`config.mk`:
```
export PLATFORM = sky130hd
export DESIGN_NAME = modulo_dds_top
export DESIGN_NICKNAME = d
export VERILOG_FILES = /design/src/rtl/dds_pkg.sv /design/src/rtl/dds_phase_core.sv /design/src/rtl/dds_ratio_scale.sv /design/src/rtl/dds_wave_shaper.sv /design/src/rtl/modulo_dds_top.sv
export SDC_FILE = /design/constraint.sdc
export NUM_CORES = 1
export LEC_CHECK = 0
export BUFFER_PORTS_ARGS = -buffer_cell sky130_fd_sc_hd__buf_2
export CORE_ASPECT_RATIO = 1.1
export CORE_MARGIN = 2
export CORE_UTILIZATION = 55
export DETAILED_ROUTE_END_ITERATION = 8
export GPL_ROUTABILITY_DRIVEN = 0
export PLACE_DENSITY = 0.71
export SLEW_MARGIN = 20
export SYNTH_ARGS = -nofsm -noshare
export SYNTH_HDL_FRONTEND = slang
export SYNTH_SLANG_ARGS = --single-unit
```
`constraint.sdc`:
```
create_clock -name clk_i -period 13.65 [get_ports clk_i]
set_clock_uncertainty 0.2 [all_clocks]
set_input_delay 2.73 -clock clk_i [delete_from_list [all_inputs] [get_ports clk_i]]
set_output_delay 2.73 -clock clk_i [all_outputs]
set_load 0.1 [all_outputs]
```
`src/rtl/dds_pkg.sv`:
```
package dds_pkg;

    typedef enum logic {
        ARCH_ACCUM   = 1'b0,
        ARCH_COUNTER = 1'b1
    } dds_arch_e;

    localparam int WAVE_W = 12;

    // Sine of (idx/qsize)*pi/2 scaled to 2047, via an odd Taylor series in Q30
    function automatic logic signed [WAVE_W-1:0] quarter_sine(input int idx, input int qsize);
        longint x;
        longint x2;
        longint term;
        longint acc;
        longint res;
        x    = (64'sd1686629713 * longint'(idx)) / longint'(qsize);
        x2   = (x * x) >>> 30;
        term = x;
        acc  = x;
        for (int n = 1; n <= 6; n++) begin
            term = -((term * x2) >>> 30) / longint'((2 * n) * (2 * n + 1));
            acc  = acc + term;
        end
        res = (acc * 2047 + (64'sd1 <<< 29)) >>> 30;
        if (res > 2047) res = 2047;
        if (res < 0) res = 0;
        return WAVE_W'(res);
    endfunction

endpackage

```
`src/rtl/dds_phase_core.sv`:
```
module dds_phase_core
    import dds_pkg::*;
#(
    parameter int        MODULUS = 500000,
    parameter int        STEP    = 3,
    parameter int        PHASE_W = 19,
    parameter dds_arch_e ARCH    = ARCH_ACCUM
) (
    input  logic               clk_i,
    input  logic               rst_i,
    input  logic               en_i,
    output logic [PHASE_W-1:0] phase_o,
    output logic               wrap_o
);

    generate
        if (ARCH == ARCH_ACCUM) begin : g_accum
            localparam logic [PHASE_W:0] STEP_X = (PHASE_W + 1)'(STEP);
            localparam logic [PHASE_W:0] MOD_X  = (PHASE_W + 1)'(MODULUS);

            typedef struct packed {
                logic [PHASE_W-1:0] phase;
                logic               wrap;
            } acc_state_t;

            acc_state_t       acc_d, acc_q;
            logic [PHASE_W:0] sum_w;

            assign sum_w = {1'b0, acc_q.phase} + STEP_X;

            always_comb begin
                acc_d      = acc_q;
                acc_d.wrap = 1'b0;
                if (en_i) begin
                    if (sum_w >= MOD_X) begin
                        acc_d.phase = PHASE_W'(sum_w - MOD_X);
                        acc_d.wrap  = 1'b1;
                    end else begin
                        acc_d.phase = PHASE_W'(sum_w);
                    end
                end
            end

            always_ff @(posedge clk_i) begin
                if (rst_i) acc_q <= '0;
                else       acc_q <= acc_d;
            end

            assign phase_o = acc_q.phase;
            assign wrap_o  = acc_q.wrap;
        end else begin : g_counter
            localparam logic [PHASE_W-1:0] RELOAD = PHASE_W'(MODULUS - 1);

            typedef struct packed {
                logic [PHASE_W-1:0] remain;
                logic               wrap;
            } cnt_state_t;

            cnt_state_t   cnt_d, cnt_q;
            logic [63:0]  stepped_w;

            // Lane = how many whole moduli the stepped sequence has passed
            function automatic int lane_of(input logic [PHASE_W-1:0] r);
                int l;
                l = 0;
                for (int i = 1; i < STEP; i++) begin
                    if (longint'(r) <= longint'(MODULUS - 1)
                        - (longint'(i) * longint'(MODULUS) + longint'(STEP - 1)) / longint'(STEP))
                        l++;
                end
                return l;
            endfunction

            always_comb begin
                cnt_d      = cnt_q;
                cnt_d.wrap = 1'b0;
                if (en_i) begin
                    if (cnt_q.remain == '0) cnt_d.remain = RELOAD;
                    else                    cnt_d.remain = cnt_q.remain - 1'b1;
                    cnt_d.wrap = (cnt_q.remain == '0)
                               || (lane_of(cnt_d.remain) != lane_of(cnt_q.remain));
                end
            end

            always_ff @(posedge clk_i) begin
                if (rst_i) begin
                    cnt_q.remain <= RELOAD;
                    cnt_q.wrap   <= 1'b0;
                end else begin
                    cnt_q <= cnt_d;
                end
            end

            always_comb begin
                stepped_w = 64'(longint'(STEP) * (longint'(MODULUS - 1) - longint'(cnt_q.remain))
                          - longint'(lane_of(cnt_q.remain)) * longint'(MODULUS));
            end

            assign phase_o = PHASE_W'(stepped_w);
            assign wrap_o  = cnt_q.wrap;
        end
    endgenerate

endmodule

```
`src/rtl/dds_ratio_scale.sv`:
```
module dds_ratio_scale #(
    parameter int IN_W  = 19,
    parameter int OUT_W = 8,
    parameter int NUM   = 256,
    parameter int DEN   = 500000
) (
    input  logic [IN_W-1:0]  x_i,
    output logic [OUT_W-1:0] y_o
);

    // floor(x*NUM/DEN) through a rounded-up reciprocal; SH keeps it exact
    localparam int          DEN_W = $clog2(DEN) + 1;
    localparam int          SH    = IN_W + DEN_W;
    localparam logic [63:0] RECIP = ((64'(NUM) << SH) + 64'(DEN - 1)) / 64'(DEN);

    logic [63:0] prod_w;

    assign prod_w = 64'(x_i) * RECIP;
    assign y_o    = OUT_W'(prod_w >> SH);

endmodule

```
`src/rtl/dds_wave_shaper.sv`:
```
module dds_wave_shaper
    import dds_pkg::*;
#(
    parameter int MODULUS = 500000,
    parameter int PHASE_W = 19,
    parameter int QBITS   = 6
) (
    input  logic                     clk_i,
    input  logic                     rst_i,
    input  logic [PHASE_W-1:0]       phase_i,
    output logic                     square_o,
    output logic [WAVE_W-1:0]        tri_o,
    output logic signed [WAVE_W-1:0] sine_o
);

    localparam int                 QSIZE  = 1 << QBITS;
    localparam int                 IDX_W  = QBITS + 2;
    localparam logic [PHASE_W-1:0] HALF   = PHASE_W'(MODULUS / 2);
    localparam logic [PHASE_W-1:0] LAST   = PHASE_W'(MODULUS - 1);
    localparam logic [QBITS:0]     QTOP   = (QBITS + 1)'(QSIZE);

    typedef struct packed {
        logic                     square;
        logic [WAVE_W-1:0]        tri_v;
        logic signed [WAVE_W-1:0] sine;
    } wave_t;

    wave_t                     w_d, w_q;
    logic [IDX_W-1:0]          idx_w;
    logic [PHASE_W-1:0]        fold_w;
    logic [WAVE_W-1:0]         ramp_w;
    logic [QBITS:0]            qaddr_w;
    logic signed [WAVE_W-1:0]  mag_w;
    logic signed [WAVE_W-1:0]  qtab [QSIZE + 1];

    genvar g;
    generate
        for (g = 0; g <= QSIZE; g++) begin : g_qtab
            assign qtab[g] = quarter_sine(g, QSIZE);
        end
    endgenerate

    assign fold_w = (phase_i < HALF) ? phase_i : (LAST - phase_i);

    dds_ratio_scale #(
        .IN_W (PHASE_W),
        .OUT_W(IDX_W),
        .NUM  (4 * QSIZE),
        .DEN  (MODULUS)
    ) u_idx (
        .x_i(phase_i),
        .y_o(idx_w)
    );

    dds_ratio_scale #(
        .IN_W (PHASE_W),
        .OUT_W(WAVE_W),
        .NUM  (1 << (WAVE_W + 1)),
        .DEN  (MODULUS)
    ) u_ramp (
        .x_i(fold_w),
        .y_o(ramp_w)
    );

    always_comb begin
        // odd quadrants read the table mirrored, upper half negates
        if (idx_w[IDX_W-2]) qaddr_w = QTOP - {1'b0, idx_w[QBITS-1:0]};
        else                qaddr_w = {1'b0, idx_w[QBITS-1:0]};
        mag_w = qtab[qaddr_w];

        w_d.square = (phase_i < HALF);
        w_d.tri_v  = ramp_w;
        w_d.sine   = idx_w[IDX_W-1] ? -mag_w : mag_w;
    end

    always_ff @(posedge clk_i) begin
        if (rst_i) begin
            w_q.square <= 1'b1;
            w_q.tri_v  <= '0;
            w_q.sine   <= '0;
        end else begin
            w_q <= w_d;
        end
    end

    assign square_o = w_q.square;
    assign tri_o    = w_q.tri_v;
    assign sine_o   = w_q.sine;

endmodule

```
`src/rtl/modulo_dds_top.sv`:
```
module modulo_dds_top
    import dds_pkg::*;
#(
    parameter int        MODULUS    = 500000,
    parameter int        STEP       = 3,
    parameter int        PHASE_W    = $clog2(MODULUS),
    parameter int        SINE_QBITS = 6,
    parameter dds_arch_e ARCH       = ARCH_ACCUM
) (
    input  logic               clk_i,
    input  logic               rst_i,
    input  logic               en_i,
    output logic [PHASE_W-1:0] phase_o,
    output logic               wrap_o,
    output logic               square_o,
    output logic [11:0]        tri_o,
    output logic signed [11:0] sine_o
);

    logic [PHASE_W-1:0] phase_w;

    dds_phase_core #(
        .MODULUS(MODULUS),
        .STEP   (STEP),
        .PHASE_W(PHASE_W),
        .ARCH   (ARCH)
    ) u_core (
        .clk_i  (clk_i),
        .rst_i  (rst_i),
        .en_i   (en_i),
        .phase_o(phase_w),
        .wrap_o (wrap_o)
    );

    dds_wave_shaper #(
        .MODULUS(MODULUS),
        .PHASE_W(PHASE_W),
        .QBITS  (SINE_QBITS)
    ) u_shape (
        .clk_i   (clk_i),
        .rst_i   (rst_i),
        .phase_i (phase_w),
        .square_o(square_o),
        .tri_o   (tri_o),
        .sine_o  (sine_o)
    );

    assign phase_o = phase_w;

endmodule

```
**Word-level counts from Yosys, hierarchy flattened**

Memories as Yosys holds them, arrays and structs flattened.
Index checks and enable logic that the tools add are counted.
Widths: inputs -> output; s select.

- Word-level logic and storage cells: 26
- Memories kept: 1
- ROM bits: 1536
- Register bits: 45
- Bits of input ports: 3

- Multiply operators: 2
- $lt $le $gt $ge: 3
- Add/subtract/negate cells: 5
- Bitwise logic cells: 2
- Reductions and logical operators: 1
- Multiplexer cells: 7

Memories:

| memory | depth | bits a word | rd ports | clocked after Yosys merged registers in | wr ports | line | RTL |
|---|---|---|---|---|---|---|---|
| (no name shown) | 128 | 12 | 1 | 0 | 0 | dds_wave_shaper.sv:69 | `mag_w = qtab[qaddr_w];` |

Operators by type and width:

| cell | count |
|---|---|
| $mul 19x34->51 const B | 1 |
| $mul 19x29->47 const B | 1 |
| $mux 19 | 2 |
| $mux 12 | 3 |
| $add 19x2->20 const B | 1 |
| $ge 20x19->1 const B | 1 |
| $lt 19x18->1 const B | 1 |
| $sub 19x19->19 const A | 1 |
| $sub 19x19->19 const B | 1 |
| $neg 12->12 | 1 |
| $ge 8x8->1 const B | 1 |
| $not 7->8 | 1 |
| $mux 7 | 1 |
| $sub 7x6->7 const A | 1 |
| $reduce_or 2->1 | 1 |
| $mux 1 | 1 |
| $not 1->1 | 1 |

**Depth between registers and ports, before layout**

Gate-level depths: netlist (run 1).

- Depth in word-level cells: 9
- Mapped depth: 37

**By module**

From an unflattened synthesis (run 1), not the netlist that was laid out.

- Cells, all modules: 2504
- Area, all modules: 22207.5 µm²

By module, submodules not included:

| module | seq. area each (µm²) | times used | area each (µm²) | cells each |
|---|---|---|---|---|
| dds_ratio_scale (u_shape.u_ramp) | 0.0 | 1 | 9759.4 | 1051 |
| dds_ratio_scale (u_shape.u_idx) | 0.0 | 1 | 7664.9 | 811 |
| dds_wave_shaper | 500.5 | 1 | 3066.7 | 415 |
| dds_phase_core | 400.4 | 1 | 1716.6 | 227 |

**Least setup slack after synthesis (run 1)**

OpenSTA, ideal clock, no wires.

- Kind: reg-to-reg
- From: reg u_core.g_accum.acc_q, in the netlist u_core.phase_o[5]
- To: reg u_shape.w_q, in the netlist u_shape.tri_o[11]
- Buffers on the path: 1
- Path slack: 3.310 ns
- Library setup time: 0.127 ns
- Stages on the path, launching flop included: 34
- Arrival time: 10.013 ns
- Required time: 13.323 ns
- Cells stage by stage: dfxtp_1 -> inv_1 -> ha_1 -> nand2b_1 -> a2111oi_0 -> o21bai_1 -> a21oi_1 -> o21ai_1 -> clkbuf_1 -> nand2_1 -> xnor2_1 -> inv_1 -> fa_1 -> inv_1 -> fa_1 -> inv_1 -> fa_1 -> fa_1 -> inv_1 -> fa_1 -> inv_1 -> fa_1 -> ha_1 -> and3_1 -> a2111oi_0 -> o211ai_1 -> a211o_1 -> a31oi_1 -> o31ai_1 -> or4_1 -> a31oi_1 -> o21ai_1 -> nor4bb_1 -> or3_1

- Cells in the longest elaborated chain, start to end: 3

RTL lines:

| item | line | RTL |
|---|---|---|
| start: declaration | dds_phase_core.sv:26 | `acc_state_t acc_d, acc_q;` |
| start signal: assignment | dds_phase_core.sv:45 | `if (rst_i) acc_q <= '0;` |
| start signal: assignment | dds_phase_core.sv:46 | `else acc_q <= acc_d;` |
| $sub 19x19->19 or $lt 19x18->1 (tied branches) | dds_wave_shaper.sv:43 | `assign fold_w = (phase_i < HALF) ? phase_i : (LAST - phase_i);` |
| $mux 19 (*) | dds_wave_shaper.sv:43 |  |
| $mul 19x34->51 (*) | dds_ratio_scale.sv:18 | `assign prod_w = 64'(x_i) * RECIP;` |
| end signal: assignment | dds_wave_shaper.sv:82 | `w_q <= w_d;` |
| end: declaration | dds_wave_shaper.sv:28 | `wave_t w_d, w_q;` |

Every way passes the cells marked *; elsewhere a longest branch is shown, timed or not.
A chain may end at the register's enable or synchronous reset.

**Worst setup path after layout (run 1)**

- From: reg u_core.g_accum.acc_q, in the netlist u_core.phase_o[8]
- To: reg u_shape.w_q, in the netlist u_shape.tri_o[11]

Same word-level chain as after synthesis.

==> results of run 1 <==
==> registers in the layout, summed over array words and instances (netlist names) <==
name              flops
u_shape.tri_o        12
u_core.phase_o       19
u_core.wrap_o         1
u_shape.sine_o       12
u_shape.square_o      1
==> final timing paths <==
kind | cells past startpoint | startpoint | slack (ps) | to
setup / recovery | 32 | u_core.phase_o[8] | 2500 | u_shape.tri_o[11]
hold / removal | 2 | u_core.phase_o[3] | 490 | u_core.phase_o[3]
setup reg to reg | 32 | u_core.phase_o[8] | 2500 | u_shape.tri_o[11]
hold reg to reg | 2 | u_core.phase_o[3] | 490 | u_core.phase_o[3]
==> report_power, final <==
part	internal [mW]	leakage, nW	switching [mW]
Sequential	0.132	0.363	0.00338
Clock	0.0706	0.0767	0.0596
Combinational	0.139	12.0	0.229
Total	0.342	12.5	0.292
==> synth_stat cells (7+ instances only) <==
master and count:
nand3_1 33, o31ai_1 7, a31oi_1 12, xor2_1 13, nand2b_1 17, buf_2 8
mux2i_1 16, ha_1 416, a211o_1 10, inv_1 609, and4_1 7, or2_2 11
a21o_1 35, nor2_1 101, nor2b_1 13, fa_1 365, o21bai_1 9, clkbuf_1 22
nor3_1 24, dfxtp_1 45, o21ai_0 47, and3_1 11, and2_1 7, nand4_1 21
nand2_1 82, xnor2_1 63, o21ai_1 10, or3_1 7, o21a_1 10, a211oi_1 14
a21oi_1 73
==> area by class of cell <==
type | instances | share of cell area (%)
multi-input cells | 1550 | 80.4
clock buffers | 5 | 0.573
well taps | 494 | 2.83
flip-flops and latches | 45 | 4.13
clock inverters | 3 | 0.132
repair buffers | 55 | 1.35
inverters | 613 | 10.5
==> critical path: cells and delay by family (launching register included) <==
| family | cells | cell delay (ps) |
|---|---|---|
| XOR/XNOR | 1 | 770 |
| adder cells (fa/ha/maj) | 8 | 3610 |
| flip-flops | 1 | 850 |
| AO/OA/AOI/OAI | 11 | 3000 |
| buffers and inverters | 7 | 1030 |
| AND/OR/NAND/NOR | 5 | 1560 |
==> cells in the final DEF, fill, tap and decap left out, types with 8 or more instances in the layout <==
master and instances:
o21bai_1 9, xnor2_1 60, a211oi_1 14, or2_2 11, buf_4 8, nand2_1 82, nor3_1 24, nand4_1 21
nor2b_1 13, a21oi_1 73, inv_1 609, a211o_1 10, fa_1 365, nor2_1 101, dfxtp_1 45, buf_2 47
o21ai_1 10, o21ai_0 47, mux2i_1 16, a31oi_1 12, nand2b_1 17, o21a_1 10, and3_1 11, nand3_1 33
xor2_1 13, a21o_1 35, ha_1 416
==> cell families after synthesis <==
| kind of cell | count (synthesis) | synth area share [%] |
|---|---|---|
| adders and majority gates | 781 | 59.8 |
| buffers and inverters | 651 | 11.9 |
| and+or+nand+nor | 362 | 8.82 |
| AOI/OAI and AO/OA | 303 | 10.4 |
| xor gates and xnor gates | 80 | 3.54 |
| DFF | 45 | 4.30 |
| muxes | 24 | 1.25 |
==> layer usage <==
layer	track usage (%)	vias up	routed length [um]
li1	-	7221	-
met3	2.54	140	2880
met1	35.2	7718	21500
met2	51.3	570	27200
met4	13.2	0	2920
met5	0	-	0
==> results.cfg, run 1 <==
[cells_and_area]
layout-drive-gt1-share_pct = 5.28
layout.nets = 3054
fillCellCount = 3210
num_antenna_cells = 0
multi_input_area_mm2 = 0.0176
areaGrowthSynthToFinish_pct = 4.29
utilization_pct = 58.5
final_area_mm2 = 0.0218
register_area_um2 = 901
stdcell_count = 2765

[synthesis]
synth_area_leaders = fa_1, ha_1, inv_1
ys_ff_latch = 45
synth_area_per_cell_um2 = 9.32
synth-seq-area-share_pct = 4.30
synth_nets = 3030
synth.distinct_cells = 95
synth_top_cell_by_area = fa_1
yosysWarnings = 0
syn_area_mm2 = 0.0209
synth_edf_count = 0
synth_flop_cell = dfxtp_1
syn_inst = 2246
synth_top_area_share_pct = 34.9
synthArstFlopShare_pct = 0

[placement]
placement.cell_area_mm2 = 0.0217
portBuffers = 47
hpwl_um = 48100
dpl.cell_count = 2757
dpl_worst_slack_ps = 2560

[drt]
num_vias = 15649
vias_per_cell = 5.66
drtAntennaViolNets = 0
dr.first_iter.drc_count = 1113
wl_per_cell_um = 19.7
drt_first_pass_iters = 8
totalWireLength_um = 54500
drc = 0

[worst_setup_path]
endpoint_kind = register
critPathMaxFanout = 15
crit_top_cell = inv_1
arrival_ps = 11110
crit_path_max_incr_delay_ps = 850
criticalPathCategory = register to register
slowest_stage = dfxtp_1
critPathRequiredTime_ps = 13620
critPathLaunchType = register

[timing]
min_period_over_period_pct = 81.7
tns_ps = 0
timing.final.ws_setup_ps = 2500
timing.fmax_ghz = 0.0897
hold_violations = 0
setup_viol = 0
worstMarginPinSlew_ps = 1150
layout_min_cycle_time_ps = 11150
slew_headroom_pct = 22.6
whs_ps = 487
rsz0062_at_grt = no
maxSlewViolCount = 0

[floorplan]
core_area_mm2 = 0.0373
rows = 74
start_util_pct = 56.1
io_pins = 48
die_area_mm2 = 0.0396
die_w_um = 190
die_h_um = 209

[pwr]
leakagePower_nw = 12.5
power_density_mw_per_mm2 = 29.0
power_mw = 0.634
ir_worst_vdd_mv = 0.0655

[clock_network]
cts_root_buf = clkbuf_16
cts_tree = built
cts-resized-gates = 0
cts.sinks = 45
postCtsHoldBufs = 0
h-tree-depth = 2
cts_setup_buffers = 0
clk_latency_ps = 290
clk_pin_slew_ps = 70
cts_made_buffers = 5
clockBufferDepth = 2

[global_route]
grt_pass1_vias = 17134
grt_pass1_wl_um = 88800
grtUsageTotal_pct = 28.8
grt_max_degree = 55
antenna_found_initial = 0
grt_overflow = 0

[run_status]
status = complete, no violations

[run]
maxCapViolCount = 0

[worst_hold_path]
min_path_type = register to register
(Power assumes the default switching activity.)
==> inputs of run 2 (changes only) <==
--- a/config.mk
+++ b/config.mk
@@ -11,7 +11,7 @@
 export CORE_UTILIZATION = 55
 export DETAILED_ROUTE_END_ITERATION = 8
 export GPL_ROUTABILITY_DRIVEN = 0
-export PLACE_DENSITY = 0.71
+export PLACE_DENSITY = 0.74
 export SLEW_MARGIN = 20
 export SYNTH_ARGS = -nofsm -noshare
 export SYNTH_HDL_FRONTEND = slang
==> constraint.sdc (replaced) <==
create_clock -name clk_i -period 9.7 [get_ports clk_i]
set_clock_uncertainty 0.2 [all_clocks]
set_input_delay 1.94 -clock clk_i [delete_from_list [all_inputs] [get_ports clk_i]]
set_output_delay 1.94 -clock clk_i [all_outputs]
set_load 0.1 [all_outputs]
==> run 2 against run 1 <==
Net effect: global-route usage up 0.57 points; total power up 43%; die area unchanged; sequential cell count unchanged; cell area up 2.2%; largest cell class unchanged; routed wire length up 2.7%.
==> results.cfg, run 2 (synthesized netlist as in run 1, its figures left out) <==
[timing]
tns_ps = 0
worstMarginPinSlew_ps = 1010
layout_min_cycle_time_ps = 9310
timing.fmax_ghz = 0.107
timing.final.ws_setup_ps = 390
slew_headroom_pct = 32.6
min_period_over_period_pct = 96.0
rsz0062_at_grt = yes
setup_viol = 0
hold_violations = 0
maxSlewViolCount = 0

[placement]
dpl.cell_count = 2797
dpl_worst_slack_ps = -122
hpwl_um = 49300
portBuffers = 47

[drt]
dr.first_iter.drc_count = 974
vias_per_cell = 5.63
num_vias = 15860
totalWireLength_um = 56000
drt_first_pass_iters = 7
drtAntennaViolNets = 0
drc = 0
wl_per_cell_um = 19.9

[cells_and_area]
layout.nets = 3104
final_cell_mix = inv_1, ha_1, fa_1
largest_register_ffs = 19
num_antenna_cells = 0
layout-drive-gt1-share_pct = 8.44
final_common_cell = inv_1
stdcell_count = 2815
areaGrowthSynthToFinish_pct = 6.58

[worst_setup_path]
ff2ff_setup_slack_ps = 390
slowest_stage = fa_1
r2r-start = u_core.phase_o[3]
critPathLaunchType = register
endpoint_kind = register
arrival_ps = 9290
criticalPathCategory = register to register
critPathRequiredTime_ps = 9680
critPathMaxFanout = 9
reg2reg_depth = 33
r2r-end = u_shape.sine_o[8]
crit_path_max_incr_delay_ps = 570

[pwr]
power_switching_mw = 0.422
power_density_mw_per_mm2 = 40.8
power_frac_comb_pct = 59.7
clkPwrFrac_pct = 19.8
leakagePower_nw = 12.7
power_mw = 0.910
switching_share_pct = 46.4
power.internal_mw = 0.488
seq_power_share_pct = 20.5
ir_worst_vdd_mv = 0.0522

[global_route]
antenna_found_initial = 0
grt_pass1_wl_um = 90700
grt_max_degree = 55
grtUsageTotal_pct = 29.3
grt_pass1_vias = 17179
grt_overflow = 0

[clock_network]
cts_root_buf = clkbuf_16
cts_tree = built
clk_latency_ps = 290
cts.sinks = 45
clockBufferDepth = 2
clk_pin_slew_ps = 70
cts_made_buffers = 5
h-tree-depth = 2

[run]
maxCapViolCount = 0

[worst_hold_path]
min_path_type = register to register
holdPathStages = 2
holdPathEnd = u_core.phase_o[3]
min-delay-start = u_core.phase_o[3]

[floorplan]
io_pins = 48
die_h_um = 209
die_area_mm2 = 0.0396
die_w_um = 190
start_util_pct = 56.1
rows = 74
core_area_mm2 = 0.0373

[run_status]
status = complete, no violations
[run 2: worst max path at each step]
stage                                  start  slack (ps)  depth (start not counted)            endpoint
after global routing       u_core.phase_o[3]         -20                         33   u_shape.sine_o[8]
after global placement    u_core.phase_o[14]          40                         31  u_shape.sine_o[10]
after detailed placement  u_core.phase_o[14]        -120                         31  u_shape.sine_o[10]
after floorplan           u_core.phase_o[13]           8                         32   u_shape.sine_o[8]
final                      u_core.phase_o[3]         390                         33   u_shape.sine_o[8]
after CTS                 u_core.phase_o[14]          40                         30   u_shape.sine_o[8]
[run 2: power by group through the flow]
stage / combinational (mW) / sequential (mW) / clock, mW
2_1_floorplan: 0.361 / 0.206 / 0
5_1_grt: 0.620 / 0.187 / 0.188
6_report: 0.543 / 0.187 / 0.180
4_1_cts: 0.540 / 0.188 / 0.182
3_5_place_dp: 0.533 / 0.192 / 0
3_3_place_gp: 0.512 / 0.192 / 0
[run 2: metal layers]
layer,vias up,track usage [%],share of wire [%]
li1,7327,-,-
met3,167,2.55,5.2
met4,0,14.5,5.5
met2,599,51.0,50
met5,-,0,0
met1,7767,36.5,40
[run 2: layout make-up]
type | count | area (um^2)
Clock buffer | 5 | 125
Clock inverter | 3 | 25.0
Fill cell | 3157 | 15000
Inverter | 613 | 2310
Multi-Input combinational cell | 1550 | 17600
Sequential cell | 45 | 931
Tap cell | 494 | 618
Timing Repair Buffer | 105 | 671
[run 2: repair_timing]
action,in CTS,in global routing
hold buffers,0,0
pin swaps,1,2
setup endpoints to repair,5,13
resized for setup,3,23
setup buffers,3,7
[run 2: metrics by stage]
step / area (um^2) / hold WS [ps] / utilization [%]
3_3_place_gp: 22000 / 452 / 58.9
3_5_place_dp: 22000 / 467 / 58.9
4_1_cts: 22200 / 475 / 59.4
2_1_floorplan: 21000 / 620 / -
5_1_grt: 22300 / 421 / 59.8
6_report: 22300 / 386 / 59.8
[run 2: critical path: cells and delay by family, from the launching register on]
kind                     cells  cell delay, ps
adder cells (fa/ha/maj)     10            4270
AO/OA/AOI/OAI               11            2720
AND/OR/NAND/NOR              5             680
buffers and inverters        6             520
flip-flops                   1             450
multiplexers                 1             350
